[src/rtl/tap_pkg.sv]
package tap_pkg;

  localparam int IR_W = 10;

  typedef enum logic [3:0] {
    TS_RESET  = 4'h0,
    TS_IDLE   = 4'h1,
    TS_DR_SEL = 4'h2,
    TS_DR_CAP = 4'h3,
    TS_DR_SHF = 4'h4,
    TS_DR_EX1 = 4'h5,
    TS_DR_PAU = 4'h6,
    TS_DR_EX2 = 4'h7,
    TS_DR_UPD = 4'h8,
    TS_IR_SEL = 4'h9,
    TS_IR_CAP = 4'hA,
    TS_IR_SHF = 4'hB,
    TS_IR_EX1 = 4'hC,
    TS_IR_PAU = 4'hD,
    TS_IR_EX2 = 4'hE,
    TS_IR_UPD = 4'hF
  } tap_state_e;

  localparam logic [IR_W-1:0] OP_EXTEST = 10'b0000000000;
  localparam logic [IR_W-1:0] OP_SAMPLE = 10'b0000000101;
  localparam logic [IR_W-1:0] OP_IDENT  = 10'b0000000110;
  localparam logic [IR_W-1:0] OP_USER   = 10'b0000000111;
  localparam logic [IR_W-1:0] OP_CLAMP  = 10'b0000001010;
  localparam logic [IR_W-1:0] OP_FLOAT  = 10'b0000001011;
  localparam logic [IR_W-1:0] OP_IOCFG  = 10'b0000001101;
  localparam logic [IR_W-1:0] OP_BYPASS = 10'b1111111111;
  localparam logic [IR_W-1:0] IR_CAPTURE = 10'b0101010101;

  typedef enum logic [1:0] {
    DR_BYPASS   = 2'd0,
    DR_IDENT    = 2'd1,
    DR_USER     = 2'd2,
    DR_BOUNDARY = 2'd3
  } dr_sel_e;

  typedef struct packed {
    dr_sel_e sel;
    logic    pins_from_bsr;
    logic    pins_hiz;
  } ins_dec_t;

endpackage

[src/rtl/tap_fsm.sv]
module tap_fsm
  import tap_pkg::*;
(
  input  logic       tck,
  input  logic       rst,
  input  logic       tms,
  output tap_state_e state
);

  tap_state_e nxt;

  always_comb begin
    nxt = state;
    case (state)
      TS_RESET:  nxt = tms ? TS_RESET  : TS_IDLE;
      TS_IDLE:   nxt = tms ? TS_DR_SEL : TS_IDLE;
      TS_DR_SEL: nxt = tms ? TS_IR_SEL : TS_DR_CAP;
      TS_DR_CAP: nxt = tms ? TS_DR_EX1 : TS_DR_SHF;
      TS_DR_SHF: nxt = tms ? TS_DR_EX1 : TS_DR_SHF;
      TS_DR_EX1: nxt = tms ? TS_DR_UPD : TS_DR_PAU;
      TS_DR_PAU: nxt = tms ? TS_DR_EX2 : TS_DR_PAU;
      TS_DR_EX2: nxt = tms ? TS_DR_UPD : TS_DR_SHF;
      TS_DR_UPD: nxt = tms ? TS_DR_SEL : TS_IDLE;
      TS_IR_SEL: nxt = tms ? TS_RESET  : TS_IR_CAP;
      TS_IR_CAP: nxt = tms ? TS_IR_EX1 : TS_IR_SHF;
      TS_IR_SHF: nxt = tms ? TS_IR_EX1 : TS_IR_SHF;
      TS_IR_EX1: nxt = tms ? TS_IR_UPD : TS_IR_PAU;
      TS_IR_PAU: nxt = tms ? TS_IR_EX2 : TS_IR_PAU;
      TS_IR_EX2: nxt = tms ? TS_IR_UPD : TS_IR_SHF;
      TS_IR_UPD: nxt = tms ? TS_DR_SEL : TS_IDLE;
      default:   nxt = TS_RESET;
    endcase
  end

  always_ff @(posedge tck) begin
    if (rst) state <= TS_RESET;
    else     state <= nxt;
  end

endmodule

[src/rtl/tap_ir.sv]
module tap_ir
  import tap_pkg::*;
(
  input  logic            tck,
  input  logic            rst,
  input  logic            tdi,
  input  tap_state_e      state,
  output logic [IR_W-1:0] ir_shift,
  output logic [IR_W-1:0] ir_act
);

  always_ff @(posedge tck) begin
    if (rst)                     ir_shift <= '0;
    else if (state == TS_IR_CAP) ir_shift <= IR_CAPTURE;
    else if (state == TS_IR_SHF) ir_shift <= {tdi, ir_shift[IR_W-1:1]};
  end

  always_ff @(posedge tck) begin
    if (rst || state == TS_RESET) ir_act <= OP_IDENT;
    else if (state == TS_IR_UPD)  ir_act <= ir_shift;
  end

endmodule

[src/rtl/tap_decode.sv]
module tap_decode
  import tap_pkg::*;
(
  input  logic [IR_W-1:0] ir_act,
  output ins_dec_t        dec
);

  always_comb begin
    dec = '{sel: DR_BYPASS, pins_from_bsr: 1'b0, pins_hiz: 1'b0};
    case (ir_act)
      OP_EXTEST: dec = '{sel: DR_BOUNDARY, pins_from_bsr: 1'b1, pins_hiz: 1'b0};
      OP_SAMPLE: dec = '{sel: DR_BOUNDARY, pins_from_bsr: 1'b0, pins_hiz: 1'b0};
      OP_IDENT:  dec = '{sel: DR_IDENT,    pins_from_bsr: 1'b0, pins_hiz: 1'b0};
      OP_USER:   dec = '{sel: DR_USER,     pins_from_bsr: 1'b0, pins_hiz: 1'b0};
      OP_CLAMP:  dec = '{sel: DR_BYPASS,   pins_from_bsr: 1'b1, pins_hiz: 1'b0};
      OP_FLOAT:  dec = '{sel: DR_BYPASS,   pins_from_bsr: 1'b0, pins_hiz: 1'b1};
      default:   dec = '{sel: DR_BYPASS,   pins_from_bsr: 1'b0, pins_hiz: 1'b0};
    endcase
  end

endmodule

[src/rtl/tap_dr.sv]
module tap_dr
  import tap_pkg::*;
#(
  parameter int            DW       = 32,
  parameter logic [DW-1:0] ID_VAL   = '0,
  parameter logic [DW-1:0] USER_VAL = '0
) (
  input  logic       tck,
  input  logic       rst,
  input  logic       tdi,
  input  tap_state_e state,
  input  dr_sel_e    sel,
  output logic       byp_q,
  output logic       word_lsb
);

  logic [DW-1:0] word_q;
  logic          word_sel;

  assign word_sel = (sel == DR_IDENT) || (sel == DR_USER);

  always_ff @(posedge tck) begin
    if (rst) byp_q <= 1'b0;
    else if (sel == DR_BYPASS) begin
      if (state == TS_DR_CAP)      byp_q <= 1'b0;
      else if (state == TS_DR_SHF) byp_q <= tdi;
    end
  end

  always_ff @(posedge tck) begin
    if (rst) word_q <= '0;
    else if (word_sel) begin
      if (state == TS_DR_CAP)      word_q <= (sel == DR_IDENT) ? ID_VAL : USER_VAL;
      else if (state == TS_DR_SHF) word_q <= {tdi, word_q[DW-1:1]};
    end
  end

  assign word_lsb = word_q[0];

endmodule

[src/rtl/tap_port.sv]
module tap_port
  import tap_pkg::*;
#(
  parameter logic [3:0]  ID_VERSION = 4'h1,
  parameter logic [15:0] ID_PART    = 16'h5A3C,
  parameter logic [10:0] ID_MFR     = 11'h2B5,
  parameter logic [31:0] USER_CODE  = 32'hC0DE_1234
) (
  input  logic tck,
  input  logic rst,
  input  logic tms,
  input  logic tdi,
  output logic tdo,
  output logic tdo_en,
  input  logic bsr_tdo,
  output logic bsr_sel,
  output logic bsr_capture,
  output logic bsr_shift,
  output logic bsr_update,
  output logic pins_from_bsr,
  output logic pins_hiz
);

  localparam int          DW     = 32;
  localparam logic [DW-1:0] ID_VAL = {ID_VERSION, ID_PART, ID_MFR, 1'b1};

  tap_state_e      st;
  logic [IR_W-1:0] ir_shift;
  logic [IR_W-1:0] ir_act;
  ins_dec_t        dec;
  logic            byp_q;
  logic            word_lsb;
  logic            tdo_nxt;
  logic            in_shift;

  tap_fsm u_fsm (
    .tck   (tck),
    .rst   (rst),
    .tms   (tms),
    .state (st)
  );

  tap_ir u_ir (
    .tck      (tck),
    .rst      (rst),
    .tdi      (tdi),
    .state    (st),
    .ir_shift (ir_shift),
    .ir_act   (ir_act)
  );

  tap_decode u_dec (
    .ir_act (ir_act),
    .dec    (dec)
  );

  tap_dr #(
    .DW       (DW),
    .ID_VAL   (ID_VAL),
    .USER_VAL (USER_CODE)
  ) u_dr (
    .tck      (tck),
    .rst      (rst),
    .tdi      (tdi),
    .state    (st),
    .sel      (dec.sel),
    .byp_q    (byp_q),
    .word_lsb (word_lsb)
  );

  assign bsr_sel       = (dec.sel == DR_BOUNDARY);
  assign bsr_capture   = bsr_sel && (st == TS_DR_CAP);
  assign bsr_shift     = bsr_sel && (st == TS_DR_SHF);
  assign bsr_update    = bsr_sel && (st == TS_DR_UPD);
  assign pins_from_bsr = dec.pins_from_bsr;
  assign pins_hiz      = dec.pins_hiz;

  assign in_shift = (st == TS_IR_SHF) || (st == TS_DR_SHF);

  always_comb begin
    tdo_nxt = 1'b0;
    if (st == TS_IR_SHF) tdo_nxt = ir_shift[0];
    else if (st == TS_DR_SHF) begin
      case (dec.sel)
        DR_BOUNDARY:       tdo_nxt = bsr_tdo;
        DR_IDENT, DR_USER: tdo_nxt = word_lsb;
        default:           tdo_nxt = byp_q;
      endcase
    end
  end

  always_ff @(negedge tck) begin
    if (rst) begin
      tdo    <= 1'b0;
      tdo_en <= 1'b0;
    end else begin
      tdo    <= tdo_nxt;
      tdo_en <= in_shift;
    end
  end

endmodule

[config.mk]
export PLATFORM = sky130hd
export DESIGN_NAME = tap_port
export DESIGN_NICKNAME = d
export VERILOG_FILES = /design/src/rtl/tap_pkg.sv /design/src/rtl/tap_fsm.sv /design/src/rtl/tap_ir.sv /design/src/rtl/tap_decode.sv /design/src/rtl/tap_dr.sv /design/src/rtl/tap_port.sv
export SDC_FILE = /design/constraint.sdc
export NUM_CORES = 1
export LEC_CHECK = 0
export ABC_AREA = 1
export BUFFER_PORTS_ARGS = -buffer_cell sky130_fd_sc_hd__buf_2
export CORE_AREA = 8 8 78 80
export DETAILED_ROUTE_END_ITERATION = 10
export DIE_AREA = 0 0 86 88
export MAX_ROUTING_LAYER = met4
export PLACE_DENSITY_LB_ADDON = 0.15
export SLEW_MARGIN = 10
export SYNTH_ARGS = -nofsm -noshare
export SYNTH_HDL_FRONTEND = slang
export SYNTH_SLANG_ARGS = --single-unit
[constraint.sdc]
create_clock -name tck -period 2.75 [get_ports tck]
set_clock_uncertainty 0.15 [all_clocks]
set_input_delay 0.1375 -clock tck [delete_from_list [all_inputs] [get_ports tck]]
set_output_delay 0.1375 -clock tck [all_outputs]
set_load 0.01 [all_outputs]
After elaboration in Yosys (flattened, before gate mapping)
Index checks and enable logic that the tools add are counted.
Widths: inputs -> output; s select.

cells by class
  muxes and demuxes = 24
  reduce and logical (&&, ||, !) cells = 18
  eq/ne operators = 23

operator list
  kind                 count
  $mux 32              3
  $pmux 4 s12          1
  $eq 4x4->1 const B   8
  $eq 10x3->1 const B  3
  $pmux 4 s6           1
  $eq 10x4->1 const B  2
  $mux 9               2
  $eq 4x3->1 const B   4
  $mux 4               4
  $logic_not 10->1     1
  $eq 4x2->1 const B   2
  $reduce_or 2->1      4
  $mux 1               7
  $mux 2               3
  $mux 3               2
  $eq 2x2->1 const B   2
  $eq 4x1->1 const B   1
  $logic_not 4->1      1
  $reduce_and 2->1     2
  $reduce_bool 2->1    2
  $logic_and 1x1->1    3
  $logic_or 1x1->1     3
  $reduce_or 3->1      1
  $eq 2x1->1 const B   1
  other kinds (2)      2

word-level totals
  input port bits = 5
  flip-flop bits (word level) = 59
  word-level logic and storage cells = 73

Longest topological paths before layout
Gate-level depths: netlist of run 1.

  depth after elaboration = 7
  mapped depth = 15

By module
From an unflattened synthesis of run 1, not the netlist that was laid out.

unflattened totals
  cell total of the unflattened synthesis = 516
  area, all modules = 3223.1 µm²

modules (own cells, without submodules)
  module      cells each  area each (µm²)  times used  sequential area each (µm²)
  tap_dr      275         1664.1           1           660.6
  tap_ir      110         783.3            1           400.4
  tap_fsm     64          391.6            1           80.1
  tap_decode  36          197.7            1           0.0
  tap_port    31          186.4            1           40.0

==> metrics, run 1 <==
outcome=complete, but fails checks; violations in the final reports=negative setup slack; cell types with the largest area share after synthesis=sky130_fd_sc_hd__dfxtp_1 41%, sky130_fd_sc_hd__nand2_1 15%, sky130_fd_sc_hd__nor2_1 9.9%; maximum net fanout on the critical path=4; remaining global-route overflow=0; Detailed Route Iter0 Violations=255; Chip Width=86 um; setup slack of the most critical reg-to-reg path=-0.34 ns; cell types with the highest counts after synthesis=118 x sky130_fd_sc_hd__nand2_1, 76 x sky130_fd_sc_hd__nor2_1, 61 x sky130_fd_sc_hd__inv_1; worst-skew pair later-pin latency=0.34 ns; Yosys warnings=0; Most used DFF post-synth=sky130_fd_sc_hd__dfxtp_1; layout cell share with drive strength beyond 1=17.2%; worst min-delay path class=primary input to flop; num ports=13; gpl congestion=0.941; # placed instances=537; Slew Limit Fails=0; max-cap violations=0; number of standard cells in the final layout excluding fillers=563; fraction of registers with async set/reset=0%; average cell area after synthesis=6.44 um^2; number of remaining DRC errors=0; Yosys cell types=23; number of flops mapped to enable cells by yosys=0; number of rows in the core area=26; Gate Count Post-Synth=447; Seq/Total Area, Yosys=41.0%; WL final=6180 um; count of endpoints failing hold in the final timing report=0; Syn Std Cell Area=2880 um^2; via count of the first global-routing pass=2,539; endpoints failing setup=1; clock root buffer master=sky130_fd_sc_hd__clkbuf_8; area fraction of the dominant cell type after synthesis=41.0%; Layout Nets=497; startpoint of the most critical setup path=u_ir.ir_act[6]; most frequently used cell type in the post-synthesis netlist=sky130_fd_sc_hd__nand2_1; final routed wire length divided by cell count=11.0 um; Syn Nets=456; R2R Path Start=u_ir.ir_act[6]; library cell contributing the largest single delay on the critical path=sky130_fd_sc_hd__dfxtp_2; data required time of the critical path=1.48 ns; vias after detailed routing=2,762; relative max-transition margin=57.9%; Post-DP Area=3180 um^2; maximum buffer depth of the clock tree=2; Synth Register Bits=59; chip height=88 um; DRT antenna net count=0; number of H-tree levels=3; CTS tree=done; setup repair after global routing missed its margin=true; final worst slack=-0.342 ns; top cell type by total area after synthesis=sky130_fd_sc_hd__dfxtp_1; delay of the slowest critical-path stage=0.32 ns; logic depth of the worst register-to-register path=12; total of buffers placed on input and output ports=12; number of antenna violations at the first check in global routing=0; overall fraction of global-route tracks in use=18.5%; capturing element type of the critical path=flop; Crit path arrival time=1.82 ns; effective utilization at floorplan=58.6%; worst-case vdd ir drop=0.000341 V; Leak Pwr=1.70 nW; power density of the placed cells=519 nW/um^2; post-layout instance area=3480 um^2; CP startpoint kind=flop; sink count of the clock tree=59; terminus of the critical flop-to-flop path=tdo; count of inserted antenna diode cells=0; classification of the worst setup path=flop to flop; actual slew at the worst max-slew pin=0.631 ns; area enclosed by the die boundary=7570 um^2; wire length of the first global-routing pass=10,900 um; clock slew seen by the registers of the worst setup and hold paths=0.07 ns; area of the core=4910 um^2; vias per cell=4.91; series of cell instances along the critical path=nor2_2 > nand3_2 > inv_2 > nand4_1 > nand2_2 > inv_2 > ha_4 > inv_4 > a21oi_2 > nand2_1 > nand2_1 > a21oi_1; CTS Buf Count=9; 1st-pass router iterations=5; destination of the critical timing path=tdo; largest net degree at the start of global routing=47; half-perimeter wire length after detailed placement=4140 um; growth of design area from synthesis to finish=20.9%
==> worst min-delay path by stage <==
stage / startpoint / to / slack [ns] / depth (start not counted)
2_1_floorplan: tdi / u_ir.ir_shift[9] / 0.14 / 2
3_3_place_gp: tdi / u_ir.ir_shift[9] / 0.27 / 3
3_5_place_dp: tdi / u_ir.ir_shift[9] / 0.27 / 3
4_1_cts: rst / u_fsm.state[0] / 0.02 / 4
5_1_grt: rst / u_fsm.state[0] / 0.07 / 4
6_report: rst / u_fsm.state[0] / 0.04 / 4
==> layer usage <==
| layer | vias up | GRT usage, % | wire [um] |
|---|---|---|---|
| met5 | - | - | 0 |
| met4 | 0 | 6.85 | 121 |
| met3 | 14 | 5.53 | 263 |
| met2 | 69 | 28.1 | 2650 |
| met1 | 1219 | 22.7 | 3140 |
| li1 | 1460 | - | - |
==> cell type report <==
| class | instances | area (um^2) |
|---|---|---|
| Multi-Input combinational cell | 306 | 1420 |
| Clock buffer | 10 | 128 |
| Fill cell | 405 | 1430 |
| Clock inverter | 8 | 73.8 |
| Timing Repair Buffer | 48 | 353 |
| Inverter | 62 | 235 |
| Sequential cell | 59 | 1180 |
| Tap cell | 70 | 87.6 |
==> registers in the layout, summed over array words and instances, names as in the netlist <==
signal         flops
tdo_en             1
u_fsm.state        4
u_ir.ir_act       10
u_dr.word_q       32
u_dr.byp_q         1
u_ir.ir_shift     10
tdo                1
==> logic make-up (layout without fill, tap and decap cells) <==
family                     count (synthesis)  after routing  synth area share [%]
AOI/OAI and AO/OA                         75             75                  13.3
adders and majority gates                  4              4                  1.74
buffers and inverters                     82            128                  11.7
DFF                                       59             59                  41.0
and+or+nand+nor                          227            227                  32.2
==> where the power goes <==
group	internal (W)	switching, W
Clock	0.000422	0.000359
Combinational	0.0000502	0.0000893
Sequential	0.000877	0.0000102
==> layout by cell type (no fill, tap or decap), drive strengths merged <==
| cell | synthesis | routed |
|---|---|---|
| nand2 | 123 | 123 |
| nor2 | 80 | 80 |
| nor3 | 3 | 3 |
| inv | 63 | 64 |
| a21oi | 33 | 33 |
| clkinv | 0 | 2 |
| dlygate4sd3 | 0 | 4 |
| o221ai | 1 | 1 |
| clkbuf | 11 | 10 |
| clkinvlp | 0 | 3 |
| o21ai | 39 | 39 |
| o31ai | 1 | 1 |
| dfxtp | 59 | 59 |
| nand3 | 20 | 20 |
| a211oi | 1 | 1 |
| buf | 8 | 44 |
| nand4 | 1 | 1 |
| bufinv | 0 | 1 |
| ha | 4 | 4 |
==> critical path: cells and delay by family, from the launching register on <==
kind | cells | cell delay, ns
flops | 1 | 0.32
compound gates | 2 | 0.15
fa+ha+maj | 1 | 0.26
simple gates | 6 | 0.54
buf+inv | 3 | 0.21
==> per-stage QoR <==
step                total power [W]  util [%]  setup slack, ns  hold WS, ns  TNS (ns)
floorplan                   0.00102         -           -0.272        0.137    -0.272
global placement            0.00104      64.6           -0.321        0.272    -0.321
detailed placement          0.00105      64.6           -0.388        0.271    -0.388
CTS                         0.00182      70.6           -0.349       0.0188    -0.349
global route                0.00189      70.9           -0.465       0.0716    -0.465
finish                      0.00181      70.9           -0.342       0.0380    -0.342
==> timing repair <==
item | 4_1_cts | 5_1_grt
gates resized for setup | 7 | 1
gates cloned | 0 | 0
buffers inserted | 4 | 1
hold buffers | 4 | 0
endpoints found under the hold margin | 3 | 0
pin swaps | 3 | 1
setup endpoints to repair | 1 | 1
(Power assumes the default switching activity.)
==> run 2, diff against run 1 <==
--- a/config.mk
+++ b/config.mk
@@ -12,7 +12,7 @@
 export DIE_AREA = 0 0 86 88
 export MAX_ROUTING_LAYER = met4
 export PLACE_DENSITY_LB_ADDON = 0.15
-export SLEW_MARGIN = 10
+export RECOVER_POWER = 100
 export SYNTH_ARGS = -nofsm -noshare
 export SYNTH_HDL_FRONTEND = slang
 export SYNTH_SLANG_ARGS = --single-unit
==> metrics, run 2 (synthesis gave the netlist of run 1 again) <==
DRT antenna net count=0 (unchanged); largest net degree at the start of global routing=47 (unchanged); area enclosed by the die boundary=7570 um^2 (unchanged); total power=0.00180 W (-0.16%); vias per cell=4.89 (-0.40%); R2R Path Start=u_ir.ir_act[6]; maximum buffer depth of the clock tree=2 (unchanged); Crit path arrival time=1.82 ns (about the same); Slew Limit Fails=0 (unchanged); Detailed Route Iter0 Violations=248 (-2.7%); worst-case vdd ir drop=0.000340 V (-0.24%); met3 Track Usage GR=5.53% (unchanged); 1st-pass router iterations=4 (-1); CTS tree=done; count of inserted antenna diode cells=0 (unchanged); chip height=88 um (unchanged); Chip Width=86 um (unchanged); capturing element type of the critical path=flop; endpoints failing setup=1 (unchanged); clock slew seen by the registers of the worst setup and hold paths=0.07 ns (about the same); terminus of the critical flop-to-flop path=tdo; via count of the first global-routing pass=2,539 (unchanged); CTS Buf Count=9 (unchanged); highest-utilization routing layer at the global route stage=met2; Post-DP Area=3180 um^2 (unchanged); number of cells on the worst hold path=4 (unchanged); number of H-tree levels=3 (unchanged); violations in the final reports=negative setup slack; Crit path max-delay family=simple AND/OR/NAND/NOR gates; setup repair after global routing missed its margin=true; leading cell types in the layout, fill and taps excluded=117 x sky130_fd_sc_hd__nand2_1, 76 x sky130_fd_sc_hd__nor2_1, 59 x sky130_fd_sc_hd__inv_1, 58 x sky130_fd_sc_hd__dfxtp_1, 35 x sky130_fd_sc_hd__o21ai_0; register containing the most flip-flops in the final layout=u_dr.word_q; WL final=6160 um (-0.34%); final worst slack=-0.342 ns (-0.0000820 ns); delay of the slowest critical-path stage=0.32 ns (about the same); gpl congestion=0.941 (unchanged); Layout Nets=497 (unchanged); remaining global-route overflow=0 (unchanged); worst min-delay path class=primary input to flop; post-layout instance area=3460 um^2 (-0.75%); area of the core=4910 um^2 (unchanged); number of flip-flops in the largest register=32 (unchanged); growth of design area from synthesis to finish=20.0%; count of endpoints failing hold in the final timing report=0 (unchanged); number of remaining DRC errors=0 (unchanged); classification of the worst setup path=flop to flop; effective utilization at floorplan=58.6% (unchanged); leading cell type in the layout, fill and taps excluded=sky130_fd_sc_hd__nand2_1; library cell contributing the largest single delay on the critical path=sky130_fd_sc_hd__dfxtp_2; actual slew at the worst max-slew pin=0.648 ns (+0.0166 ns); maximum net fanout on the critical path=4 (unchanged); total of buffers placed on input and output ports=12 (unchanged); half-perimeter wire length after detailed placement=4140 um (unchanged); count of buffer and inverter cells on the critical path=3 (unchanged); max-cap violations=0 (unchanged); number of antenna violations at the first check in global routing=0 (unchanged); met1 capacity usage during global routing=22.7% (unchanged); series of cell instances along the critical path=nor2_2 > nand3_2 > inv_2 > nand4_1 > nand2_2 > inv_2 > ha_4 > inv_4 > a21oi_2 > nand2_1 > nand2_1 > a21oi_1; largest registers=u_dr.word_q (32), u_ir.ir_act (10), u_ir.ir_shift (10); wire length of the first global-routing pass=10,900 um (unchanged); relative max-transition margin=56.8% (-1.1 points); CP startpoint kind=flop; data required time of the critical path=1.48 ns (about the same); Post-Place Setup Slack=-0.388 ns (unchanged); clock root buffer master=sky130_fd_sc_hd__clkbuf_8; number of rows in the core area=26 (unchanged); final routed wire length divided by cell count=10.9 um (-0.34%); global routing met2 resource utilization=28.1% (unchanged); layout cell share with drive strength beyond 1=15.6% (-1.6 points); overall fraction of global-route tracks in use=18.5% (unchanged); outcome=complete, but fails checks; logic depth of the worst register-to-register path=12 (unchanged); num ports=13 (unchanged); Leak Pwr=1.68 nW (-1.3%); source of the worst hold timing path=rst; power density of the placed cells=522 nW/um^2 (+0.60%); vias after detailed routing=2,751 (-0.40%); Hold EP=u_fsm.state[0]; setup slack of the most critical reg-to-reg path=-0.34 ns (about the same); sink count of the clock tree=59 (unchanged); worst-skew pair later-pin latency=0.34 ns (about the same)
==> run 2: cell count changes in the layout (fill, tap and decap cells not counted) <==
cell	previous run	this run
sky130_fd_sc_hd__nand2_2	5	4
sky130_fd_sc_hd__buf_4	31	28
sky130_fd_sc_hd__nor2_2	3	2
sky130_fd_sc_hd__nand2_1	116	117
sky130_fd_sc_hd__nor2_4	3	2
sky130_fd_sc_hd__buf_2	12	10
sky130_fd_sc_hd__nor2_1	74	76
sky130_fd_sc_hd__clkbuf_1	1	6
==> run 2: repair_timing <==
action,CTS,global route
hold endpoints to repair,3,0
cloned,0,0
resized for setup,7,1
hold buffers,4,0
setup buffers,4,1
endpoints found under the setup margin,1,1
pin swaps,3,1
==> run 2: tightest hold or removal path, delay by kind of cell <==
kind	cells	cell delay [ns]
buffers and inverters	1	0.17
AND/OR/NAND/NOR	3	0.16
==> run 2: how the worst max path moves through the flow <==
stage | from | slack [ns] | depth (start not counted) | to
floorplan | u_ir.ir_act[7] | -0.27 | 12 | tdo
global placement | u_ir.ir_act[7] | -0.32 | 12 | tdo
detailed placement | u_ir.ir_act[7] | -0.39 | 12 | tdo
CTS | u_ir.ir_act[6] | -0.35 | 12 | tdo
global route | u_ir.ir_act[6] | -0.46 | 12 | tdo
finish | u_ir.ir_act[6] | -0.34 | 12 | tdo
==> run 2: stage by stage <==
step	hold WS, ns	util, %	setup TNS [ns]	instances
3_3_place_gp	0.272	64.6	-0.321	537
2_1_floorplan	0.137	-	-0.272	447
4_1_cts	0.0188	70.6	-0.349	562
5_1_grt	0.0716	70.4	-0.465	563
6_report	0.0373	70.4	-0.342	563
3_5_place_dp	0.271	64.6	-0.388	537
==> run 2: final cells by class <==
cell class / count / area, um^2
Multi-Input combinational cell: 306 / 1410
Sequential cell: 59 / 1180
Clock buffer: 10 / 128
Inverter: 62 / 235
Fill cell: 414 / 1460
Tap cell: 70 / 87.6
Clock inverter: 8 / 73.8
Timing Repair Buffer: 48 / 339
==> run 2: power by group <==
part	internal, W	switching [W]
registers	0.000877	0.00000984
logic	0.0000490	0.0000892
clock network	0.000422	0.000357
==> run 2: routing by layer <==
| metal | part of all wire, % | routed length (um) | vias up |
|---|---|---|---|
| met5 | 0 | 0 | - |
| met4 | 1.8 | 108 | 0 |
| met3 | 4.5 | 275 | 13 |
| met2 | 43 | 2660 | 59 |
| met1 | 51 | 3120 | 1217 |
| li1 | - | - | 1462 |
==> run 3, diff against run 2 <==
--- a/config.mk
+++ b/config.mk
@@ -7,12 +7,15 @@
 export LEC_CHECK = 0
 export ABC_AREA = 1
 export BUFFER_PORTS_ARGS = -buffer_cell sky130_fd_sc_hd__buf_2
-export CORE_AREA = 8 8 78 80
+export CELL_PAD_IN_SITES_DETAIL_PLACEMENT = 1
+export CELL_PAD_IN_SITES_GLOBAL_PLACEMENT = 2
+export CORE_AREA = 8 8 103 105
 export DETAILED_ROUTE_END_ITERATION = 10
-export DIE_AREA = 0 0 86 88
+export DIE_AREA = 0 0 111 113
 export MAX_ROUTING_LAYER = met4
 export PLACE_DENSITY_LB_ADDON = 0.15
 export RECOVER_POWER = 100
+export SLEW_MARGIN = 20
 export SYNTH_ARGS = -nofsm -noshare
 export SYNTH_HDL_FRONTEND = slang
 export SYNTH_SLANG_ARGS = --single-unit
==> metrics, run 3 (synthesis gave the netlist of run 1 again) <==
power density of the placed cells=500 nW/um^2 (-4.2%); growth of design area from synthesis to finish=21.9%; number of cells on the worst hold path=4 (unchanged); clock slew seen by the registers of the worst setup and hold paths=0.07 ns (about the same); clock root buffer master=sky130_fd_sc_hd__clkbuf_8; Hold EP=u_fsm.state[0]; number of remaining DRC errors=0 (unchanged); classification of the worst setup path=flop to flop; worst min-delay path class=primary input to flop; final routed wire length divided by cell count=12.8 um (+17%); maximum net fanout on the critical path=4 (unchanged); source of the worst hold timing path=rst; number of H-tree levels=3 (unchanged); Layout Nets=500 (+0.60%); remaining global-route overflow=0 (unchanged); Chip Width=111 um (+29%); vias per cell=4.54 (-7.2%); setup slack of the most critical reg-to-reg path=-0.38 ns (-0.04 ns); WL final=7760 um (+26%); gpl congestion=0.805 (-14%); num ports=13 (unchanged); vias after detailed routing=2,753 (+0.073%); overall fraction of global-route tracks in use=13.1% (-5.4 points); logic depth of the worst register-to-register path=12 (unchanged); chip height=113 um (+28%); number of rows in the core area=35 (+35%); effective utilization at floorplan=32.1% (-27 points); largest registers=u_dr.word_q (32), u_ir.ir_act (10), u_ir.ir_shift (10); layout cell share with drive strength beyond 1=17.3% (+1.7 points); final core utilization=39.1% (-31 points); total of buffers placed on input and output ports=12 (unchanged); area enclosed by the die boundary=12,500 um^2 (+66%); Crit path arrival time=1.85 ns (+0.03 ns); violations in the final reports=negative setup slack; leading cell types in the layout, fill and taps excluded=115 x sky130_fd_sc_hd__nand2_1, 74 x sky130_fd_sc_hd__nor2_1, 59 x sky130_fd_sc_hd__inv_1, 58 x sky130_fd_sc_hd__dfxtp_1, 35 x sky130_fd_sc_hd__o21ai_0; area of the core=8980 um^2 (+83%); outcome=complete, but fails checks; terminus of the critical flop-to-flop path=tdo; largest net degree at the start of global routing=35 (-26%); CTS Buf Count=9 (unchanged); count of endpoints failing hold in the final timing report=0 (unchanged); R2R Path Start=u_ir.ir_act[6]; data required time of the critical path=1.47 ns (about the same); worst-case vdd ir drop=0.000221 V (-35%); number of antenna violations at the first check in global routing=0 (unchanged); CTS tree=done; setup repair after global routing missed its margin=true; endpoints failing setup=1 (unchanged); half-perimeter wire length after detailed placement=5370 um (+30%); worst-skew pair later-pin latency=0.34 ns (about the same); maximum buffer depth of the clock tree=2 (unchanged); leading cell type in the layout, fill and taps excluded=sky130_fd_sc_hd__nand2_1; DRT antenna net count=0 (unchanged); number of flip-flops in the largest register=32 (unchanged); max-cap violations=0 (unchanged); 1st-pass router iterations=4 (unchanged); register containing the most flip-flops in the final layout=u_dr.word_q; wire length of the first global-routing pass=13,400 um (+23%); capturing element type of the critical path=flop; Slew Limit Fails=0 (unchanged); CP startpoint kind=flop; final total negative setup slack=-0.379 ns (-0.0366 ns); count of inserted antenna diode cells=0 (unchanged); relative max-transition margin=59.2% (+2.4 points); Leak Pwr=1.70 nW (+1.2%); Detailed Route Iter0 Violations=78 (-69%); sink count of the clock tree=59 (unchanged); Hold Slack=0.0677 ns (+0.0304 ns); final worst slack=-0.379 ns (-0.0366 ns); via count of the first global-routing pass=2,777 (+9.4%); actual slew at the worst max-slew pin=0.610 ns (-0.0379 ns); startpoint of the most critical setup path=u_ir.ir_act[6]
[run 3: cell count changes in the layout (fill, tap and decap cells not counted), sizes merged]
cell,change
buf,+5
clkinvlp,-3
bufinv,-1
clkbuf,+1
clkinv,+1
[run 3: final cells by class]
type | instances | area (um^2)
inverter | 62 | 235
fill | 1159 | 5470
tap | 111 | 139
sequential | 59 | 1180
timing repair buffer | 51 | 352
multi-input combinational | 306 | 1420
clock buffer | 13 | 159
clock inverter | 5 | 22.5
[run 3: per-layer routing]
layer	wire length, um	vias up	GRT usage [%]
met3	183	9	2.91
met5	0	-	-
met2	3330	22	19.4
li1	-	1466	-
met1	4150	1256	17.1
met4	99	0	4.86
[run 3: worst max-delay path by stage]
| stage | end | cells past startpoint |
|---|---|---|
| after floorplan | tdo | 12 |
| after global placement | tdo | 12 |
| after detailed placement | tdo | 13 |
| after CTS | tdo | 12 |
| after global routing | tdo | 12 |
| final | tdo | 12 |
[run 3: power breakdown]
part           internal, W  total (W)  switching, W
Combinational    0.0000485   0.000143     0.0000947
Sequential        0.000878   0.000888     0.0000103
Clock             0.000376   0.000724      0.000348
[run 3: metrics by stage]
| stage | instances | setup slack (ns) | area [um^2] | power [W] |
|---|---|---|---|---|
| 6_report | 607 | -0.379 | 3510 | 0.00176 |
| 5_1_grt | 607 | -0.524 | 3510 | 0.00185 |
| 4_1_cts | 605 | -0.402 | 3510 | 0.00179 |
| 3_5_place_dp | 579 | -0.464 | 3220 | 0.00106 |
| 3_3_place_gp | 579 | -0.344 | 3220 | 0.00105 |
| 2_1_floorplan | 447 | -0.272 | 2910 | 0.00102 |
[run 3: what timing repair did]
action,CTS,global route
endpoints found under the setup margin,1,2
gates cloned,0,0
buffers inserted,5,2
gates resized for setup,9,1
endpoints found under the hold margin,3,0
hold buffers,4,0
pin swaps,3,2
[run 3: critical path, cell delays in order (launching register included)]
cell,delay [ns]
sky130_fd_sc_hd__dfxtp_2,0.32
sky130_fd_sc_hd__nor2_2,0.10
sky130_fd_sc_hd__nand3_2,0.12
sky130_fd_sc_hd__inv_2,0.12
sky130_fd_sc_hd__nand4_1,0.10
sky130_fd_sc_hd__nand2_2,0.11
sky130_fd_sc_hd__inv_2,0.06
sky130_fd_sc_hd__ha_4,0.27
sky130_fd_sc_hd__inv_4,0.03
sky130_fd_sc_hd__a21oi_2,0.10
sky130_fd_sc_hd__nand2_1,0.06
sky130_fd_sc_hd__nand2_1,0.08
sky130_fd_sc_hd__a21oi_2,0.05
